## config.mk

```make
export PLATFORM = sky130hd
export DESIGN_NAME = sector_mover
export DESIGN_NICKNAME = d
export VERILOG_FILES = /design/src/rtl/sxf_pkg.sv /design/src/rtl/sxf_addr_gen.sv /design/src/rtl/sxf_counter.sv /design/src/rtl/sxf_seq.sv /design/src/rtl/sector_mover.sv
export SDC_FILE = /design/constraint.sdc
export NUM_CORES = 1
export LEC_CHECK = 0
export ABC_AREA = 1
export BUFFER_PORTS_ARGS = -buffer_cell sky130_fd_sc_hd__buf_4
export CAP_MARGIN = 30
export CORE_UTILIZATION = 42
export DETAILED_ROUTE_END_ITERATION = 10
export PLACE_DENSITY_LB_ADDON = 0.1
export SLEW_MARGIN = 20
export SYNTH_ARGS = -nofsm -noshare
export SYNTH_HDL_FRONTEND = slang
export SYNTH_HIERARCHICAL = 1
export SYNTH_SLANG_ARGS = --single-unit
```

## constraint.sdc

```tcl
create_clock -name clk -period 1.92 [get_ports clk]
set_clock_uncertainty 0.15 [all_clocks]
set_input_delay 0.288 -clock clk [delete_from_list [all_inputs] [get_ports clk]]
set_output_delay 0.288 -clock clk [all_outputs]
set_load 0.01 [all_outputs]
```

## src/rtl/sxf_pkg.sv

```systemverilog
package sxf_pkg;

    localparam int ADDR_W  = 12;
    localparam int WORD_W  = 12;
    localparam int FIELD_W = 3;

    typedef enum logic [1:0] {
        SX_IDLE = 2'd0,
        SX_DATA = 2'd1,
        SX_PAD  = 2'd2
    } sx_state_e;

    typedef struct packed {
        logic               to_drive;
        logic               half;
        logic [FIELD_W-1:0] field;
    } sx_cfg_t;

    typedef struct packed {
        logic done;
        logic not_ready;
        logic drv_err;
        logic wr_lock;
    } sx_stat_t;

    function automatic int unsigned sx_words(input logic half_sel,
                                             input int unsigned full_n,
                                             input int unsigned half_n);
        return half_sel ? half_n : full_n;
    endfunction

endpackage

```

## src/rtl/sxf_addr_gen.sv

```systemverilog
module sxf_addr_gen #(
    parameter int AW = 12
) (
    input  logic          clk,
    input  logic          rst,
    input  logic          load,
    input  logic [AW-1:0] load_val,
    input  logic          step,
    output logic [AW-1:0] addr
);

    always_ff @(posedge clk) begin
        if (rst)
            addr <= '0;
        else if (load)
            addr <= load_val;
        else if (step)
            addr <= addr + 1'b1;
    end

    // a step moves the low address by one and wraps inside the field
    p_wrap_step_r3: assert property (@(posedge clk) disable iff (rst)
        (step && !load) |=> addr == AW'($past(addr) + 1'b1));

endmodule

```

## src/rtl/sxf_counter.sv

```systemverilog
module sxf_counter #(
    parameter int CW = 9
) (
    input  logic          clk,
    input  logic          rst,
    input  logic          load,
    input  logic [CW-1:0] load_val,
    input  logic          step,
    output logic          last
);

    logic [CW-1:0] cnt;

    always_ff @(posedge clk) begin
        if (rst)
            cnt <= '0;
        else if (load)
            cnt <= load_val;
        else if (step)
            cnt <= cnt - 1'b1;
    end

    assign last = (cnt == CW'(1));

    // no word is moved once the count is exhausted
    p_no_underflow_r2: assert property (@(posedge clk) disable iff (rst)
        step |-> cnt != '0);

endmodule

```

## src/rtl/sxf_seq.sv

```systemverilog
module sxf_seq
    import sxf_pkg::*;
#(
    parameter int CW       = 9,
    parameter int FULL_LEN = 256,
    parameter int HALF_LEN = 128
) (
    input  logic          clk,
    input  logic          rst,
    input  logic          start,
    input  logic          attached,
    input  logic          wprot,
    input  logic          to_drive_in,
    input  logic          half_in,
    input  logic          to_drive_q,
    input  logic          half_q,
    input  logic          fire,
    input  logic          last,
    output sx_state_e     state,
    output sx_stat_t      stat,
    output logic          go,
    output logic          cnt_load,
    output logic [CW-1:0] cnt_val
);

    localparam int PAD_LEN = FULL_LEN - HALF_LEN;

    logic accept, ok, to_pad, finish;

    always_comb begin
        accept   = start && (state == SX_IDLE);
        ok       = attached && !(to_drive_in && wprot);
        go       = accept && ok;
        to_pad   = fire && last && (state == SX_DATA) && to_drive_q && half_q;
        finish   = fire && last &&
                   ((state == SX_PAD) ||
                    ((state == SX_DATA) && !(to_drive_q && half_q)));
        cnt_load = go || to_pad;
        cnt_val  = go ? CW'(sx_words(half_in, FULL_LEN, HALF_LEN))
                      : CW'(PAD_LEN);
    end

    always_ff @(posedge clk) begin
        if (rst) begin
            state <= SX_IDLE;
            stat  <= '0;
        end else if (accept) begin
            stat.done      <= !ok;
            stat.not_ready <= !attached;
            stat.drv_err   <= !attached;
            stat.wr_lock   <= attached && to_drive_in && wprot;
            state          <= ok ? SX_DATA : SX_IDLE;
        end else if (to_pad) begin
            state <= SX_PAD;
        end else if (finish) begin
            state     <= SX_IDLE;
            stat.done <= 1'b1;
        end
    end

    // leaving a transfer always raises done
    p_busy_drop_done_r7: assert property (@(posedge clk) disable iff (rst)
        (state == SX_IDLE && $past(state) != SX_IDLE) |-> stat.done);

    // an error condition never coexists with a running transfer
    p_err_no_busy_r8: assert property (@(posedge clk) disable iff (rst)
        (stat.not_ready || stat.wr_lock) |-> state == SX_IDLE);

    // zero padding only follows a half sector toward the drive
    p_pad_after_half_r5: assert property (@(posedge clk) disable iff (rst)
        (state == SX_PAD) |-> (to_drive_q && half_q));

endmodule

```

## src/rtl/sector_mover.sv

```systemverilog
module sector_mover
    import sxf_pkg::*;
#(
    parameter int FULL_LEN = 256,
    parameter int HALF_LEN = 128
) (
    input  logic                                clk,
    input  logic                                rst,
    input  logic                                ma_load,
    input  logic [ADDR_W-1:0]                   ma_value,
    input  logic                                start,
    input  logic                                to_drive,
    input  logic                                half,
    input  logic [FIELD_W-1:0]                  field,
    input  logic                                cyl_hi,
    input  logic [ADDR_W-1:0]                   sector,
    input  logic                                attached,
    input  logic                                wprot,
    input  logic                                irq_en,
    output logic                                busy,
    output logic                                done,
    output logic                                not_ready,
    output logic                                drv_err,
    output logic                                wr_lock,
    output logic                                irq,
    output logic [ADDR_W-1:0]                   cur_addr,
    output logic [ADDR_W+$clog2(FULL_LEN):0]    drv_base,
    output logic                                mem_valid,
    input  logic                                mem_ready,
    output logic                                mem_write,
    output logic [FIELD_W+ADDR_W-1:0]           mem_addr,
    output logic [WORD_W-1:0]                   mem_wdata,
    input  logic [WORD_W-1:0]                   mem_rdata,
    output logic                                drv_wvalid,
    input  logic                                drv_wready,
    output logic [WORD_W-1:0]                   drv_wdata,
    input  logic                                drv_rvalid,
    output logic                                drv_rready,
    input  logic [WORD_W-1:0]                   drv_rdata,
    input  logic                                drv_end
);

    localparam int CW    = $clog2(FULL_LEN) + 1;
    localparam int OFF_W = $clog2(FULL_LEN);

    sx_state_e     state;
    sx_stat_t      stat;
    sx_cfg_t       cfg_q;
    logic [ADDR_W:0] sect_q;
    logic          go, cnt_load, last, fire, step;
    logic [CW-1:0] cnt_val;
    logic          in_data, in_pad, rd_dir, wr_dir;

    always_ff @(posedge clk) begin
        if (rst) begin
            cfg_q  <= '0;
            sect_q <= '0;
        end else if (go) begin
            cfg_q  <= '{to_drive: to_drive, half: half, field: field};
            sect_q <= {cyl_hi, sector};
        end
    end

    always_comb begin
        in_data    = (state == SX_DATA);
        in_pad     = (state == SX_PAD);
        rd_dir     = in_data && !cfg_q.to_drive;
        wr_dir     = in_data && cfg_q.to_drive;
        mem_valid  = wr_dir || (rd_dir && (drv_rvalid || drv_end));
        mem_write  = rd_dir;
        mem_addr   = {cfg_q.field, cur_addr};
        mem_wdata  = drv_end ? '0 : drv_rdata;
        drv_rready = rd_dir && mem_ready && !drv_end;
        drv_wvalid = (wr_dir && mem_ready) || in_pad;
        drv_wdata  = in_pad ? '0 : mem_rdata;
        fire       = (rd_dir && mem_ready && (drv_rvalid || drv_end)) ||
                     (wr_dir && mem_ready && drv_wready) ||
                     (in_pad && drv_wready);
        step       = fire && in_data;
        busy       = (state != SX_IDLE);
        done       = stat.done;
        not_ready  = stat.not_ready;
        drv_err    = stat.drv_err;
        wr_lock    = stat.wr_lock;
        irq        = irq_en && (stat.done || stat.not_ready ||
                                stat.drv_err || stat.wr_lock);
        drv_base   = {sect_q, {OFF_W{1'b0}}};
    end

    sxf_seq #(
        .CW       (CW),
        .FULL_LEN (FULL_LEN),
        .HALF_LEN (HALF_LEN)
    ) u_seq (
        .clk         (clk),
        .rst         (rst),
        .start       (start),
        .attached    (attached),
        .wprot       (wprot),
        .to_drive_in (to_drive),
        .half_in     (half),
        .to_drive_q  (cfg_q.to_drive),
        .half_q      (cfg_q.half),
        .fire        (fire),
        .last        (last),
        .state       (state),
        .stat        (stat),
        .go          (go),
        .cnt_load    (cnt_load),
        .cnt_val     (cnt_val)
    );

    sxf_counter #(.CW(CW)) u_cnt (
        .clk      (clk),
        .rst      (rst),
        .load     (cnt_load),
        .load_val (cnt_val),
        .step     (fire),
        .last     (last)
    );

    sxf_addr_gen #(.AW(ADDR_W)) u_addr (
        .clk      (clk),
        .rst      (rst),
        .load     (ma_load && !busy),
        .load_val (ma_value),
        .step     (step),
        .addr     (cur_addr)
    );

    // no port traffic while idle
    p_idle_quiet_r8: assert property (@(posedge clk) disable iff (rst)
        !busy |-> (!mem_valid && !drv_wvalid && !drv_rready));

    // field bits of the physical address never move during a transfer
    p_field_hold_r3: assert property (@(posedge clk) disable iff (rst)
        (busy && $past(busy)) |->
            mem_addr[FIELD_W+ADDR_W-1:ADDR_W] == $past(mem_addr[FIELD_W+ADDR_W-1:ADDR_W]));

    // drive base offset stays constant while busy
    p_base_hold_r4: assert property (@(posedge clk) disable iff (rst)
        (busy && $past(busy)) |-> $stable(drv_base));

endmodule

```

==> run metrics <==
status=finished, violations left; failing checks=design-rule violations; Final Slew Violations=0; CP Launch Type=register; Max-Cap Viols=0; clock sinks=44; slowest CP cell=dfxtp_1; r2r worst-path depth=13; Hold Crit Class=input port to register; Die X-Extent=84.8 microns; VDD IR max=432 uV; smallest hold slack=0.0911 ns; n_diodes=0; RSZ-0062 raised after global routing=true; DR pass1 iterations=8; largest family of logic cells by synthesized area=simple AND/OR/NAND/NOR gates; Synth top area share=30.6%; min setup slack post-route=0.0433 ns; initial antenna violation count=0; Async S/R FF share, synth=0%; R2R setup slack=0.04 ns; critical path's largest stage delay=0.33 ns; Antenna Nets Post-Route=0; Synth Instances=435; routed len/inst=11.3 microns; Top Metal Used=met4; hold_sp=cyl_hi; Post-Synth XOR/XNOR Area=0.912%; Initial Util=44.4%; WS Path Type=register to register; flops & latches, synth=44; pin count of the biggest net entering global routing=33; vias in the first global route=2724; post-synthesis sequential area ratio=30.6%; drt drc=15; metal2 WL=3840 microns; CTS tree=done; Post-Synth Adder-Cell Area=1.30%; I/O Pins=147; die footprint=0.00720 sq mm; Final Power=2460 uW; mux contribution to synthesized area=0%; ys flop type=dfxtp_1; reg2reg start=u_cnt/cnt[6]; setup TNS=0 ns; Die Ht=84.8 microns; Max clock buf depth=2; first-pass GRT wire length=12200 microns; Met3 Routed Length=530 microns; Area Growth Syn to Fin=44.9%; Clock Latency Late Sink=0.29 ns; Final Util=64.3%; First DRT Iteration DRCs=81; Worst Path Required=1.97 ns; Port Buffers=138; compound-gate portion of the synthesized area=14.3%; GPL Wtd Cong=0.850; count leader, synth=nand2_1; CTS H-tree lvls=2; fmax=0.533 GHz; Vias=3067; vias per inst=4.63; WHS Endpoint=sect_q[12]; share of cells above drive strength 1=42.7%; Fillers=625; hold buffer count at cts=0; Tcrit/Tclk final=97.7%; GRT Total Usage=20.6%; Post-synth top cells=nand2_1 (95), inv_1 (62), nor2_1 (50); Num CTS Buffers=5; clock slew at the register clock pins of the worst setup and hold paths=0.09 ns; largest fanout on the critical path=8; Worst setup EP type=register; Post-Synth Simple-Gate Area=31.6%; Root Buffer=clkbuf_8; Worst Path Arrival=1.93 ns; Site Rows=29; yosys warns=6; final number of hold-violating endpoints=0; DP Worst Slack=-0.101 ns; Post-synth EDFFs=0; Overflow after GRT=0; Routed WL=7510 microns; Core Region=0.00649 sq mm; dpl hpwl=5730 microns; synthesized area per cell=6.62 sq um; WL met1=3090 microns; Synth area leaders=dfxtp_1 (31%), nand2_1 (12%), buf_4 (8.3%); Lkg Pwr=0.00216 uW; Final setup violation count=0; synthesized area=0.00288 sq mm; leading area contributor after synthesis=dfxtp_1; fin nets=652; hold path cells=3; Pwr Density=588 mW/mm^2; FF-to-FF End=u_cnt/cnt[1]; clock period minus worst slack=1.88 ns; number of distinct library cells after synthesis=35; worst path cell trace=nor2_2 > nand2_2 > nor2_2 > and3_4 > nand2_4 > inv_2 > nand4_1 > nand2_4 > nor2_4 > inv_2 > o21ai_2 > o21ai_1 > inv_1
==> cell families (layout without fill, tap and decap cells) <==
| family | count (synthesis) | in the layout |
|---|---|---|
| AOI/OAI and AO/OA | 65 | 65 |
| adders and majority gates | 3 | 3 |
| xor gates and xnor gates | 3 | 3 |
| other | 2 | 15 |
| DFF | 44 | 44 |
| and+or+nand+nor | 205 | 205 |
| buffers and inverters | 113 | 250 |
==> worst max-delay path by stage <==
stage                               from      endpoint  slack (ns)  depth (start not counted)
after floorplan           u_seq/state[0]  u_cnt/cnt[4]       0.006                         16
after global placement           drv_end  u_cnt/cnt[4]       -0.04                         13
final                       u_cnt/cnt[6]  u_cnt/cnt[1]        0.04                         13
after global routing        u_cnt/cnt[6]  u_cnt/cnt[1]        -0.1                         13
after detailed placement         drv_end  u_cnt/cnt[4]       -0.10                         13
after CTS                   u_cnt/cnt[5]  u_cnt/cnt[0]       0.004                         13
==> per-layer routing <==
metal / GRT usage (%) / up-vias
li1: - / 1600
met1: 24.4 / 1367
met2: 38.1 / 96
met3: 4.67 / 4
met4: 4.16 / 0
met5: 0 / -
==> worst max-delay path: cells and delay by family (launching register included) <==
| kind | cells | cell delay [ns] |
|---|---|---|
| simple gates | 8 | 0.98 |
| compound gates | 2 | 0.18 |
| flops | 1 | 0.33 |
| buf+inv | 3 | 0.16 |
==> stage by stage <==
step / std cells / area, sq um
after floorplan: 448 / 2940
after global placement: 645 / 3920
after detailed placement: 645 / 3920
after CTS: 659 / 4110
after global routing: 662 / 4180
final: 662 / 4180
==> timing repair <==
item                       CTS  global route
pin swaps                    6            12
setup endpoints to repair    9            16
setup buffers                6             3
resized for setup            9            18
==> registers in the layout, summed over array words and instances, names as in the netlist <==
register,cells
u_cnt/cnt,9
u_addr/addr,12
mem_addr,3
u_seq/state,2
u_seq/stat,3
sect_q,13
cfg_q,2
==> where the power goes <==
part	switching, uW	internal (uW)	total [uW]	leakage [uW]
Clock	330	426	756	0.0000614
Sequential	57.0	963	1020	0.000363
Combinational	331	349	680	0.00174
Total	718	1740	2460	0.00216
==> cell type report <==
type / instances / area, sq um / share of cell area, %
flip-flops and latches: 44 / 892 / 21.4
multi-input cells: 291 / 1510 / 36.2
inverters: 72 / 278 / 6.65
clock buffers: 6 / 82.6 / 1.98
clock inverters: 2 / 38.8 / 0.929
well taps: 77 / 96.3 / 2.31
repair buffers: 170 / 1280 / 30.6
==> placed cells by master (no fill, tap or decap), types with 6 or more instances in the layout <==
cell      instances
clkbuf_8          6
a21oi_2          11
nand3_1          26
nor2_1           47
conb_1           15
inv_2            11
nand2_2          18
a22oi_1          10
inv_1            58
nand2_1          88
nor2_4            7
buf_4           170
nor2_2           10
a21oi_1          25
dfxtp_1          39
o21ai_0           7
Note: power is estimated with default switching activity, not from simulation.
